**config.mk**
```make
export PLATFORM = sky130hd
export DESIGN_NAME = mask_seq_gen
export DESIGN_NICKNAME = d
export VERILOG_FILES = /design/src/rtl/mask_seq_pkg.sv /design/src/rtl/mseq_width_dec.sv /design/src/rtl/mseq_elem_pick.sv /design/src/rtl/mask_seq_gen.sv
export SDC_FILE = /design/constraint.sdc
export NUM_CORES = 2
export LEC_CHECK = 0
export BUFFER_PORTS_ARGS = -buffer_cell sky130_fd_sc_hd__buf_2
export CORE_AREA = 3 3 437 439
export CTS_CLUSTER_DIAMETER = 100
export DETAILED_ROUTE_END_ITERATION = 8
export DIE_AREA = 0 0 440 442
export PLACE_DENSITY = 0.54
export SYNTH_ARGS = -nofsm -noshare
export SYNTH_HDL_FRONTEND = slang
export SYNTH_SLANG_ARGS = --single-unit
```
**constraint.sdc**
```tcl
create_clock -name clk -period 8.15 [get_ports clk]
set_input_delay 0.815 -clock clk [delete_from_list [all_inputs] [get_ports clk]]
set_output_delay 0.815 -clock clk [all_outputs]
set_load 0.005 [all_outputs]
```
**src/rtl/mask_seq_pkg.sv**
```systemverilog
package mask_seq_pkg;
    localparam int VAL_W = 64;

    typedef enum logic [1:0] {
        ST_IDLE = 2'd0,
        ST_RUN  = 2'd1,
        ST_FIN  = 2'd2
    } seq_state_e;
endpackage

```
**src/rtl/mseq_width_dec.sv**
```systemverilog
module mseq_width_dec
    import mask_seq_pkg::*;
(
    input  logic [3:0]       elem_bytes,
    output logic             legal,
    output logic [VAL_W-1:0] keep_mask
);
    always_comb begin
        legal     = 1'b1;
        keep_mask = '0;
        case (elem_bytes)
            4'd1:    keep_mask = 64'h0000_0000_0000_00FF;
            4'd2:    keep_mask = 64'h0000_0000_0000_FFFF;
            4'd4:    keep_mask = 64'h0000_0000_FFFF_FFFF;
            4'd8:    keep_mask = '1;
            default: legal     = 1'b0;
        endcase
    end
endmodule

```
**src/rtl/mseq_elem_pick.sv**
```systemverilog
module mseq_elem_pick
    import mask_seq_pkg::*;
#(
    parameter int MAX_ELEMS = 16,
    localparam int IDX_W = $clog2(MAX_ELEMS)
) (
    input  logic [IDX_W-1:0]           idx,
    input  logic [MAX_ELEMS-1:0]       src_bits,
    input  logic [MAX_ELEMS-1:0]       en_bits,
    input  logic [MAX_ELEMS*VAL_W-1:0] old_flat,
    output logic                       src_bit,
    output logic                       en_bit,
    output logic [VAL_W-1:0]           old_val
);
    logic [VAL_W-1:0] old_arr [MAX_ELEMS];

    for (genvar g = 0; g < MAX_ELEMS; g++) begin : g_split
        assign old_arr[g] = old_flat[g*VAL_W +: VAL_W];
    end

    assign src_bit = src_bits[idx];
    assign en_bit  = en_bits[idx];
    assign old_val = old_arr[idx];
endmodule

```
**src/rtl/mask_seq_gen.sv**
```systemverilog
module mask_seq_gen
    import mask_seq_pkg::*;
#(
    parameter int MAX_ELEMS = 16,
    parameter int LEN_W     = 6,
    localparam int IDX_W    = $clog2(MAX_ELEMS),
    localparam int OLD_W    = MAX_ELEMS * VAL_W
) (
    input  logic                 clk,
    input  logic                 rst_n,
    input  logic                 start,
    input  logic                 mode_index,
    input  logic [3:0]           elem_bytes,
    input  logic [LEN_W-1:0]     vec_len,
    input  logic [MAX_ELEMS-1:0] src_mask,
    input  logic [MAX_ELEMS-1:0] en_mask,
    input  logic [OLD_W-1:0]     old_elems,
    output logic                 wr_valid,
    output logic [IDX_W-1:0]     wr_idx,
    output logic [VAL_W-1:0]     wr_data,
    output logic                 done,
    output logic                 width_err
);
    localparam logic [LEN_W-1:0] MAX_LEN = LEN_W'(MAX_ELEMS);

    typedef struct packed {
        seq_state_e           st;
        logic                 mode;
        logic [3:0]           bytes;
        logic [IDX_W-1:0]     last;
        logic [IDX_W-1:0]     idx;
        logic [VAL_W-1:0]     cnt;
        logic                 err;
        logic [MAX_ELEMS-1:0] src;
        logic [MAX_ELEMS-1:0] en;
        logic [OLD_W-1:0]     old;
        logic                 wv;
        logic [IDX_W-1:0]     widx;
        logic [VAL_W-1:0]     wdata;
        logic                 dn;
        logic                 ill;
    } ctl_t;

    ctl_t ctl_d, ctl_q;

    logic [3:0]       dec_bytes;
    logic             dec_legal;
    logic [VAL_W-1:0] dec_mask;
    logic             pick_src, pick_en;
    logic [VAL_W-1:0] pick_old;
    logic [LEN_W-1:0] eff_len;

    // One decoder: checks the requested width while idle, narrows values while running.
    assign dec_bytes = (ctl_q.st == ST_IDLE) ? elem_bytes : ctl_q.bytes;
    assign eff_len   = (vec_len > MAX_LEN) ? MAX_LEN : vec_len;

    mseq_width_dec u_dec (
        .elem_bytes (dec_bytes),
        .legal      (dec_legal),
        .keep_mask  (dec_mask)
    );

    mseq_elem_pick #(.MAX_ELEMS(MAX_ELEMS)) u_pick (
        .idx      (ctl_q.idx),
        .src_bits (ctl_q.src),
        .en_bits  (ctl_q.en),
        .old_flat (ctl_q.old),
        .src_bit  (pick_src),
        .en_bit   (pick_en),
        .old_val  (pick_old)
    );

    always_comb begin
        ctl_d    = ctl_q;
        ctl_d.wv = 1'b0;
        ctl_d.dn = 1'b0;
        ctl_d.ill = 1'b0;
        case (ctl_q.st)
            ST_IDLE: begin
                if (start) begin
                    ctl_d.mode  = mode_index;
                    ctl_d.bytes = elem_bytes;
                    ctl_d.src   = src_mask;
                    ctl_d.en    = en_mask;
                    ctl_d.old   = old_elems;
                    ctl_d.idx   = '0;
                    ctl_d.cnt   = '0;
                    ctl_d.err   = !dec_legal;
                    ctl_d.last  = IDX_W'(eff_len - 1'b1);
                    ctl_d.st    = (!dec_legal || eff_len == '0) ? ST_FIN : ST_RUN;
                end
            end
            ST_RUN: begin
                ctl_d.wv   = 1'b1;
                ctl_d.widx = ctl_q.idx;
                if (pick_en)
                    ctl_d.wdata = (ctl_q.mode ? VAL_W'(ctl_q.idx) : ctl_q.cnt) & dec_mask;
                else
                    ctl_d.wdata = pick_old & dec_mask;
                if (!ctl_q.mode && pick_en && pick_src)
                    ctl_d.cnt = ctl_q.cnt + 1'b1;
                ctl_d.idx = ctl_q.idx + 1'b1;
                if (ctl_q.idx == ctl_q.last)
                    ctl_d.st = ST_FIN;
            end
            ST_FIN: begin
                ctl_d.dn  = 1'b1;
                ctl_d.ill = ctl_q.err;
                ctl_d.st  = ST_IDLE;
            end
            default: ctl_d.st = ST_IDLE;
        endcase
    end

    always_ff @(posedge clk) begin
        if (!rst_n) ctl_q <= '0;
        else        ctl_q <= ctl_d;
    end

    assign wr_valid  = ctl_q.wv;
    assign wr_idx    = ctl_q.widx;
    assign wr_data   = ctl_q.wdata;
    assign done      = ctl_q.dn;
    assign width_err = ctl_q.ill;


    no_wr_with_done_chk: assert property (@(posedge clk) disable iff (!rst_n)
        !(wr_valid && done));


    err_needs_done_chk: assert property (@(posedge clk) disable iff (!rst_n)
        width_err |-> done);


    idx_step_chk: assert property (@(posedge clk) disable iff (!rst_n)
        (wr_valid && $past(wr_valid)) |-> (wr_idx == $past(wr_idx) + 1'b1));


    first_idx_chk: assert property (@(posedge clk) disable iff (!rst_n)
        $rose(wr_valid) |-> (wr_idx == '0));


    narrow_chk: assert property (@(posedge clk) disable iff (!rst_n)
        wr_valid |-> ((wr_data & ~dec_mask) == '0));


    cnt_mono_chk: assert property (@(posedge clk) disable iff (!rst_n)
        (ctl_q.st == ST_RUN && $past(ctl_q.st == ST_RUN)) |-> (ctl_q.cnt >= $past(ctl_q.cnt)));
endmodule

```
==> results.txt <==
Die W = 440 µm
Adder-Cell Fraction of Synth Area = 0.06908%
initial antenna violation count = 159
Critical Path AT = 5.32 ns
gr usage total = 23.86%
fin crit period = 4.648 ns
reg2reg setup slack = 3.50 ns
Non-Filler Cell Area, Final = 66480 µm²
CP Max Fanout = 49
max cap viols = 0
DR vias/cell = 5.112
launching point of the worst reg2reg path = ctl_q[1194]
cell leakage power = 25.52 nW
Netlist cell types = 74
largest family of logic cells by synthesized area = compound AO/OA/AOI/OAI gates
leading area contributor after synthesis = dfxtp_1
Fin Setup TNS = 0 ns
Iteration-0 DRC Markers = 4161
Slew @ Worst Pin = 1.407 ns
drc violations = 0
Max Root-Sink Buffers = 3
vias in the first global route = 46410
multiplexer share of the synthesized area = 13.67%
hold depth = 3
crit share post-route = 57.03%
Syn Area/Cell = 9.047 µm²
peak supply drop = 0.1329 mV
Slew HR = 6.167%
# IOs = 1141
Post-Syn Area = 54340 µm²
Hold Path Sink = ctl_q[463]
Post-synth top flop = dfxtp_1
clock-pin slew on the worst setup and hold paths = 0.06 ns
Async SR Flop Fraction = 0%
Synth-to-Final Area Change = 22.34%
pre-CTS setup slack = 3.475 ns
WP data required = 8.83 ns
Worst-Skew Late Latency = 0.82 ns
P per Cell Area = 244.9 nW/µm²
Cell Area, Placed = 61350 µm²
H-tree levels = 4
placed cell count = 9123
Placer Congestion = 0.9174
XOR/XNOR Fraction of Synth Area = 0.1934%
outcome = finished, final reports clean
fmax = 215.2 MHz
Initial Util = 28.96%
Critical Path Sink Type = register
Num CTS Buffers = 146
Syn Inst Count = 6006
largest net degree at the start of global routing = 252
layout cells sized above 1 = 25.66%
setup ws final = 3.502 ns
CTS resizes = 0
Syn. warnings = 0
Chip Height = 442 µm
Worst Skew = 0.03046 ns
Synth top cells by count = nand2_1 (2204), dfxtp_1 (1207), a21boi_0 (1067), clkbuf_1 (443), mux4_2 (314)
Synth Area in Compound Gates = 18.62%
Critical Path Source Type = register
final slew viol count = 0
ranking of synthesized cells by area = dfxtp_1 (44%), nand2_1 (15%), a21boi_0 (15%)
first-pass GRT wire length = 336.9 mm
Hold Startpoint = old_elems[392]
Root Buffer = clkbuf_16
fin nets = 7849
TritonCTS Sinks = 1207
grt total ovfl = 0
worst r2r path cells = 9
RSZ-0062 raised after global routing = false
Hold Vio Cnt, Final = 0
num rows = 159
cts hold-fix bufs = 0
critical path type = register to register
Syn Nets = 7079
# setup viols final = 0
CTS tree = done
simple-gate share of the synthesized area = 18.26%
post-synth top area share = 44.47%
Post-CTS Setup Bufs = 0
total number of vias = 48480
port bufs = 1140
Core Region = 187600 µm²
Hold WC Path Type = primary input to register
Post-synth EDFFs = 0
final antenna-violating net count = 0
die area = 194500 µm²
Finished Layout Cells = 9483
Post-DP HPWL = 180.8 mm
R2R Path End = ctl_q[1188]
WHS = 0.2448 ns
final wirelength = 241.5 mm
count leader, synth = nand2_1
FF+latch count, synth = 1207
WL/cell = 25.47 µm
sequential area share after synthesis = 44.47%
Pre-antenna DRT Iters = 6
-- where the power goes --
group / total (mW) / internal, mW / switching (mW) / leakage [nW]
sequential: 6.84 / 6.48 / 0.360 / 9.90
combinational: 2.75 / 1.03 / 1.73 / 13.2
clock: 6.69 / 3.94 / 2.75 / 2.40
total: 16.3 / 11.4 / 4.84 / 25.5
-- cell type report --
cell class / count / area (µm²)
clock buffer: 214 / 4317
multi-input combinational: 4197 / 27650
clock inverter: 48 / 565.5
antenna: 98 / 245.2
fill: 19540 / 121100
sequential: 1207 / 24180
tap: 2495 / 3122
timing repair buffer: 1195 / 6291
inverter: 29 / 108.9
-- critical path, cell delays in order, from the launching register on --
cell	delay, ns
dfxtp_4	0.68
buf_4	0.75
mux2i_1	0.16
mux4_2	0.57
mux2_2	0.29
buf_4	0.34
a21oi_2	0.76
nor2_1	0.18
buf_4	0.29
a221o_1	0.38
-- through the flow --
stage	total power [mW]	utilization, %
3_5_place_dp	9.718	32.70
3_3_place_gp	9.664	32.70
4_1_cts	16.43	35.30
2_1_floorplan	8.547	-
6_report	16.28	35.43
5_1_grt	16.99	35.38
-- logic make-up after synthesis --
family | count (synthesis)
simple gates | 2477
flops | 1207
mux | 349
buf+inv | 602
compound gates | 1356
fa+ha+maj | 3
xor+xnor | 12
-- cell usage in the layout (no fill, tap or decap), drive strengths merged, types with 14 or more instances in the layout --
cell	instances
clkbuf	214
a211oi	15
and2	14
dfxtp	1207
a222oi	16
a31oi	20
mux2i	30
nand4	28
nand3	53
o21ai	28
nor2	35
nand2	2204
nor3b	33
clkinv	29
buf	1195
inv	37
nor3	35
a21oi	81
a221o	19
and3	22
a32o	29
a21boi	1067
mux4	314
diode	98
-- worst max path at each step --
stage	startpoint	to	slack [ns]	cells after the start
2_1_floorplan	ctl_q[1192]	wr_data[20]	5.36	7
3_3_place_gp	ctl_q[1194]	ctl_q[1179]	3.54	9
3_5_place_dp	ctl_q[1194]	ctl_q[1188]	3.48	9
4_1_cts	ctl_q[1194]	ctl_q[1188]	3.50	9
5_1_grt	ctl_q[1194]	ctl_q[1188]	3.34	9
6_report	ctl_q[1194]	ctl_q[1188]	3.50	9
-- layer usage --
| metal | part of all wire [%] | track usage [%] | wire length [µm] | up-vias |
|---|---|---|---|---|
| met5 | 0.083 | 0 | 200 | - |
| met4 | 4.6 | 11.34 | 11000 | 32 |
| met3 | 6.8 | 5.631 | 16390 | 483 |
| met2 | 45 | 36.75 | 109700 | 1706 |
| met1 | 43 | 31.40 | 104200 | 24010 |
| li1 | - | - | - | 22250 |
-- flip-flops by register name, indices dropped and copies added (netlist names) --
signal and flops:
ctl_q 1136, wr_data 64, wr_idx 4, done 1
width_err 1, wr_valid 1
Note: power is estimated with default switching activity, not from simulation.
